<file path="config.mk">
export PLATFORM = sky130hd
export DESIGN_NAME = intg_switch_ctrl
export DESIGN_NICKNAME = d
export VERILOG_FILES = /design/src/rtl/intg_switch_ctrl.sv
export SDC_FILE = /design/constraint.sdc
export NUM_CORES = 1
export LEC_CHECK = 0
export BUFFER_PORTS_ARGS = -buffer_cell sky130_fd_sc_hd__buf_2
export CORE_ASPECT_RATIO = 1.4
export CORE_UTILIZATION = 55
export CTS_BUF_LIST = sky130_fd_sc_hd__clkbuf_16
export DETAILED_ROUTE_END_ITERATION = 16
export PLACE_DENSITY = 0.81
export REMOVE_ABC_BUFFERS = 1
export SLEW_MARGIN = 20
export SYNTH_ARGS = -nofsm -noshare
export SYNTH_HDL_FRONTEND = slang
export SYNTH_SLANG_ARGS = --single-unit
</file>
<file path="constraint.sdc">
create_clock -name clk -period 2.8 [get_ports clk]
set_input_delay 0.56 -clock clk [delete_from_list [all_inputs] [get_ports clk]]
set_output_delay 0.56 -clock clk [all_outputs]
set_load 0.02 [all_outputs]
</file>
<file path="src/rtl/intg_switch_ctrl.sv">
module intg_switch_ctrl #(
  parameter int CNT_W        = 8,
  parameter int SEQ_RST_CLKS = 32,
  parameter int SIM_RST_CLKS = 8,
  parameter int SEQ_TRK_CLKS = 64,
  parameter int SIM_TRK_CLKS = 16,
  parameter int SEQ_END_CLKS = 132,
  parameter int SIM_END_CLKS = 32
) (
  input  logic clk,
  input  logic rst_n,
  input  logic pdn_n,
  input  logic nap_n,
  input  logic simul_mode,
  input  logic int_down,
  input  logic rd_clk,
  input  logic rst_strb,
  input  logic rsmp_strb,
  input  logic ssmp_strb,
  input  logic intg_win,
  input  logic comp_strb,
  output logic sw_int_rst,
  output logic sw_rtrack,
  output logic rbyp,
  output logic sw_strack,
  output logic sbyp,
  output logic comp_fwd,
  output logic comp_rev,
  output logic rst_lvl_hi,
  output logic int_active
);

  localparam int NIN = 9;
  localparam int I_PWR = 0, I_CLK = 1, I_RST = 2, I_RSMP = 3, I_SSMP = 4;
  localparam int I_WIN = 5, I_COMP = 6, I_SIM = 7, I_DOWN = 8;
  localparam logic [CNT_W-1:0] CNT_MAX = '1;

  logic [NIN-1:0] raw, s_q, d_q, rise, fall;
  logic [CNT_W-1:0] cnt, lim_rst, lim_trk, lim_end;
  logic busy, mode_q;

  assign raw  = {int_down, simul_mode, comp_strb, intg_win, ssmp_strb,
                 rsmp_strb, rst_strb, rd_clk, pdn_n & nap_n};
  assign rise = s_q & ~d_q;
  assign fall = ~s_q & d_q;

  assign lim_rst = mode_q ? CNT_W'(SIM_RST_CLKS) : CNT_W'(SEQ_RST_CLKS);
  assign lim_trk = mode_q ? CNT_W'(SIM_TRK_CLKS) : CNT_W'(SEQ_TRK_CLKS);
  assign lim_end = mode_q ? CNT_W'(SIM_END_CLKS) : CNT_W'(SEQ_END_CLKS);

  always_ff @(posedge clk or negedge rst_n) begin
    if (!rst_n) begin
      s_q        <= '0;
      d_q        <= '0;
      cnt        <= '0;
      busy       <= 1'b0;
      mode_q     <= 1'b0;
      sw_int_rst <= 1'b1;
      sw_rtrack  <= 1'b0;
      rbyp       <= 1'b0;
      sw_strack  <= 1'b0;
      sbyp       <= 1'b0;
      comp_fwd   <= 1'b0;
      comp_rev   <= 1'b0;
      rst_lvl_hi <= 1'b0;
      int_active <= 1'b0;
    end else begin
      s_q        <= raw;
      d_q        <= s_q;
      rst_lvl_hi <= s_q[I_DOWN];
      comp_fwd   <= 1'b0;
      comp_rev   <= 1'b0;
      if (!s_q[I_PWR]) begin
        cnt        <= '0;
        busy       <= 1'b0;
        sw_int_rst <= 1'b1;
        sw_rtrack  <= 1'b0;
        rbyp       <= 1'b0;
        sw_strack  <= 1'b0;
        sbyp       <= 1'b0;
        int_active <= 1'b0;
      end else begin
        sbyp     <= s_q[I_WIN];
        comp_fwd <= fall[I_COMP];
        comp_rev <= rise[I_COMP];
        if (rise[I_RST]) begin
          cnt        <= '0;
          busy       <= 1'b1;
          mode_q     <= s_q[I_SIM];
          sw_int_rst <= 1'b1;
          sw_rtrack  <= 1'b1;
          rbyp       <= 1'b1;
          sw_strack  <= 1'b1;
          int_active <= 1'b0;
        end else begin
          if (rise[I_RSMP]) sw_rtrack <= 1'b0;
          if (rise[I_SSMP]) sw_strack <= 1'b0;
          if (busy && rise[I_CLK] && cnt != CNT_MAX) cnt <= cnt + 1'b1;
          if (busy && fall[I_CLK]) begin
            if (cnt == lim_rst) sw_int_rst <= 1'b0;
            if (cnt == lim_trk) rbyp <= 1'b0;
            if (cnt == lim_end) begin
              int_active <= 1'b1;
              busy       <= 1'b0;
            end
          end
        end
      end
    end
  end

endmodule

</file>
==> tab_implementation.tex <==
\begin{tabular}{lr}
\hline
Metric & Value \\
\hline
\multicolumn{2}{l}{\textbf{Worst setup path}} \\
\quad Data arrival, critical path & 1730 ps \\
\quad Setup CP Type & flip-flop to flip-flop \\
\quad Endpoint type of the worst setup path & flip-flop \\
\quad Cells along the critical path & inv\_1 -> ha\_1 -> and4b\_1 -> nor3b\_1 -> nand3\_1 -> a21o\_1 \\
\quad Worst Setup Start Kind & flip-flop \\
\quad Crit path capture & sw\_int\_rst\$\_DFFE\_PN1P\_ \\
\quad Register-to-register path setup slack & about 1300 ps \\
\quad Worst path slowest cell & dfrtp\_1 \\
\quad Depth of the most critical reg-to-reg path & 6 \\
\quad Maximum net fanout on the critical path & 4 \\
\quad Startpoint of the most critical register-to-register path & cnt[0]\$\_DFFE\_PN0P\_ \\
\quad Reg2Reg Capture Point & sw\_int\_rst\$\_DFFE\_PN1P\_ \\
\quad Required time worst endpoint & 3000 ps \\
\quad Worst setup path startpoint & cnt[0]\$\_DFFE\_PN0P\_ \\
\quad Largest stage delay on the critical path & 390 ps \\
\multicolumn{2}{l}{\textbf{Pwr}} \\
\quad Power share of the combinational group & around 3.8\% \\
\quad Largest vdd supply drop & about 0.00054 V \\
\quad Net switching power figure & 0.208 mW \\
\quad Power density over cell area & approximately 630 nW/um\^{}2 \\
\quad Switching part of the total power & between 20 and 25\% \\
\quad Flop pwr share & 49.0\% \\
\quad Leakage Power & roughly 0.76 nW \\
\quad Part of the power in the clock network & 47.2\% \\
\quad Internal & 0.830 mW \\
\quad Total Power & between 1 and 1.5 mW \\
\multicolumn{2}{l}{\textbf{Place}} \\
\quad Hpwl dp & 1620 um \\
\quad Total placed cells including tap cells & about 170 \\
\quad Final weighted congestion of routability-driven global placement & 0.928 \\
\quad Worst slack at placement & 1330 ps \\
\quad Quantity of I/O buffers inserted on ports & 20 \\
\quad Placed standard-cell area & 1510 sq um \\
\multicolumn{2}{l}{\textbf{Clock network}} \\
\quad Post-CTS Hold Fix Bufs & 0 \\
\quad Clock network latency to the later pin of the worst-skew pair & approximately 270 ps \\
\quad Deepest clock path buffer count & 2 \\
\quad Cell at the root of the clock tree & clkbuf\_16 \\
\quad Post-CTS sizing & 0 \\
\quad CTS Buf Count & 5 \\
\quad CTS clk-pin slew, worst paths & 50 ps \\
\quad H-Tree Depth & 2 \\
\quad TritonCTS Sinks & 33 \\
\quad Post-CTS setup buffer count & 0 \\
\quad TritonCTS clock tree & yes \\
\multicolumn{2}{l}{\textbf{Min path}} \\
\quad Class of the most critical hold timing path & primary input to asynchronous set/reset pin \\
\multicolumn{2}{l}{\textbf{STA}} \\
\quad Clock skew after layout & 6.03 ps \\
\quad Max-slew violation count & 0 \\
\quad Max\_slew headroom & between 50\% and 60\% \\
\quad Worst hold margin & $\sim$330 ps \\
\quad Number of endpoints failing setup at the final stage & 0 \\
\quad Highest achievable clock rate & 653 MHz \\
\quad PnR worst setup slack & approximately 1300 ps \\
\quad Final Hold Violating Endpoints & 0 \\
\quad Final critical delay including setup and external delays & 1530 ps \\
\quad Final clock period utilization by the worst path & 54.7\% \\
\quad Final total negative setup slack & 0 ps \\
\quad Setup repair after global routing missed its margin & false \\
\quad Worst Tran Pin Value & 687 ps \\
\multicolumn{2}{l}{\textbf{Final layout}} \\
\quad Layout overhead on the synthesized area & 18.3\% \\
\quad Fill cells & 181 \\
\quad Share of cells above drive strength 1 & 25.4\% \\
\quad Register containing the most flip-flops in the final layout & s\_q \\
\quad Register cell area after layout & 827 sq um \\
\quad Antenna fix cells & 0 \\
\quad Final cell utilization of the core & 69.0\% \\
\quad Area of combinational cells with multiple inputs & 517 sq um \\
\quad Post-route cell area & 1650 sq um \\
\quad Top Registers & s\_q: 9 flops, cnt: 8 flops, d\_q: 5 flops \\
\quad Layout net count & 155 \\
\quad Non-filler cells, final & 176 \\
\quad Number of flip-flops under the largest register name & 9 \\
\multicolumn{2}{l}{\textbf{Global route}} \\
\quad Wire length of the first global-routing pass & 3800 um \\
\quad Antenna violations before repair & 0 \\
\quad Total overflow reported by the global router & 0 \\
\quad Total global-route track usage & between 10\% and 20\% \\
\quad Via count of the first global-routing pass & 893 \\
\quad Pin count of the biggest net entering global routing & 34 \\
\multicolumn{2}{l}{\textbf{Outcome}} \\
\quad Status & finished clean \\
\multicolumn{2}{l}{\textbf{Route}} \\
\quad Number of DRC markers in iteration 0 & 14 \\
\quad DR WL/cell & 13.8 um \\
\quad Overall routed net length & between 2000 and 2500 um \\
\quad Number of design rule violations left after detail routing & 0 \\
\quad Via count & 941 \\
\quad Post-detailed-route via-to-cell ratio & 5.35 \\
\quad First drt pass iteration count & 4 \\
\quad Remaining antenna violation count after routing & 0 \\
\multicolumn{2}{l}{\textbf{Floorplanning}} \\
\quad Horizontal die dimension & 44.5 um \\
\quad Boundary Pins & 21 \\
\quad Site row count & 21 \\
\quad Total die area & 2740 sq um \\
\quad Core area & roughly 2400 sq um \\
\quad Die height & 61.6 um \\
\quad Initial core utilization & roughly three fifths \\
\multicolumn{2}{l}{\textbf{Synth}} \\
\quad Synthesis Warnings & 0 \\
\quad Post-Syn Instances & around 120 \\
\quad Post-Synthesis Cell Area & 1390 sq um \\
\quad Count of state elements after synthesis & 33 \\
\quad Average instance area after synthesis & roughly 12 sq um \\
\quad Fraction of the yosys area taken by sequential cells & 59.3\% \\
\quad Library cells used by synthesis & 38 \\
\multicolumn{2}{l}{\textbf{Job}} \\
\quad Number of max-capacitance violations reported & 0 \\
\hline
\end{tabular}
[critical path: cells and delay by family (launching register included)]
| kind | cells | cell delay, ps |
|---|---|---|
| simple gates | 3 | 620 |
| fa+ha+maj | 1 | 160 |
| flops | 1 | 390 |
| compound gates | 1 | 190 |
| buf+inv | 1 | 100 |
[Yosys cell counts]
cell type	n	area, sq um
dfstp_2	1	26.3
clkbuf_1	1	3.75
inv_1	7	26.3
nand4_4	1	21.3
o21ai_0	4	20.0
and4bb_2	2	25.0
buf_2	4	20.0
o21ai_4	1	16.3
dfrtp_1	32	801
mux2_2	1	11.3
nand2b_1	3	18.8
nor2b_1	2	12.5
o211ai_2	1	12.5
nor3_1	3	15.0
o22ai_1	1	6.26
ha_1	2	25.0
a31o_2	1	8.76
nor3_2	2	20.0
and4b_1	1	10.0
a21o_1	1	7.51
o21ai_1	1	5.00
o211ai_1	1	7.51
nor2_1	10	37.5
and3_1	2	12.5
nand4_1	1	6.26
and3b_1	2	17.5
mux2i_1	4	40.0
a211oi_2	1	12.5
and2_1	2	12.5
nand3_1	4	20.0
xnor2_1	1	8.76
nand3b_1	2	15.0
nor3b_1	1	7.51
xor2_1	1	8.76
a21boi_0	2	15.0
a21oi_1	3	15.0
o2111a_1	1	11.3
nand2_1	9	33.8
[power by group through the flow]
stage          sequential [mW]  combinational, mW  clock (mW)
6_report                 0.509             0.0391       0.490
5_1_grt                  0.511             0.0446       0.518
4_1_cts                  0.509             0.0405       0.502
3_5_place_dp             0.516             0.0401           0
3_3_place_gp             0.515             0.0389           0
2_1_floorplan            0.517             0.0133           0
[worst min path at each step]
stage	from	endpoint	slack, ps	cells past startpoint
CTS	s_q[8]$_DFF_PN0_	rst_lvl_hi$_DFF_PN0_	350	0
global route	s_q[8]$_DFF_PN0_	rst_lvl_hi$_DFF_PN0_	360	0
global placement	s_q[8]$_DFF_PN0_	rst_lvl_hi$_DFF_PN0_	340	0
detailed placement	s_q[8]$_DFF_PN0_	rst_lvl_hi$_DFF_PN0_	340	0
floorplan	rst_n	busy$_DFFE_PN0P_	260	0
finish	rst_n	cnt[4]$_DFFE_PN0P_	330	1
[cell usage in the layout, fill, tap and decap left out, drive strengths merged, types with 2 or more instances in the layout]
master  instances
nand2b          3
ha              2
nor3            5
inv             9
a21oi           3
nor2           10
nand2           9
and2            2
and3b           2
clkbuf          5
nand4           2
dfrtp          32
and4bb          2
a21boi          2
mux2i           4
buf            20
nor2b           2
o211ai          2
nand3           4
and3            2
nand3b          2
o21ai           6
[final cells by class]
type | instances | area share, %
sequential | 33 | 50.2
clock inverter | 3 | 0.683
multi-input combinational | 74 | 31.3
clock buffer | 5 | 7.59
tap | 34 | 2.58
timing repair buffer | 20 | 6.07
inverter | 7 | 1.59
[per-layer routing]
| layer | vias to the layer above | track usage (%) | wire length [um] |
|---|---|---|---|
| met2 | 23 | 33.2 | 1270 |
| li1 | 451 | - | - |
| met1 | 456 | 21.2 | 975 |
| met4 | 0 | 13.4 | 79 |
| met5 | - | 0 | 0 |
| met3 | 11 | 7.04 | 98 |
[cell families after synthesis]
logic type | Yosys count | share of synthesized area, %
compound gates | 18 | 9.87
mux | 5 | 3.68
fa+ha+maj | 2 | 1.80
xor+xnor | 2 | 1.26
flops | 33 | 59.3
buf+inv | 12 | 3.59
simple gates | 47 | 20.5
Note: power is estimated with default switching activity, not from simulation.
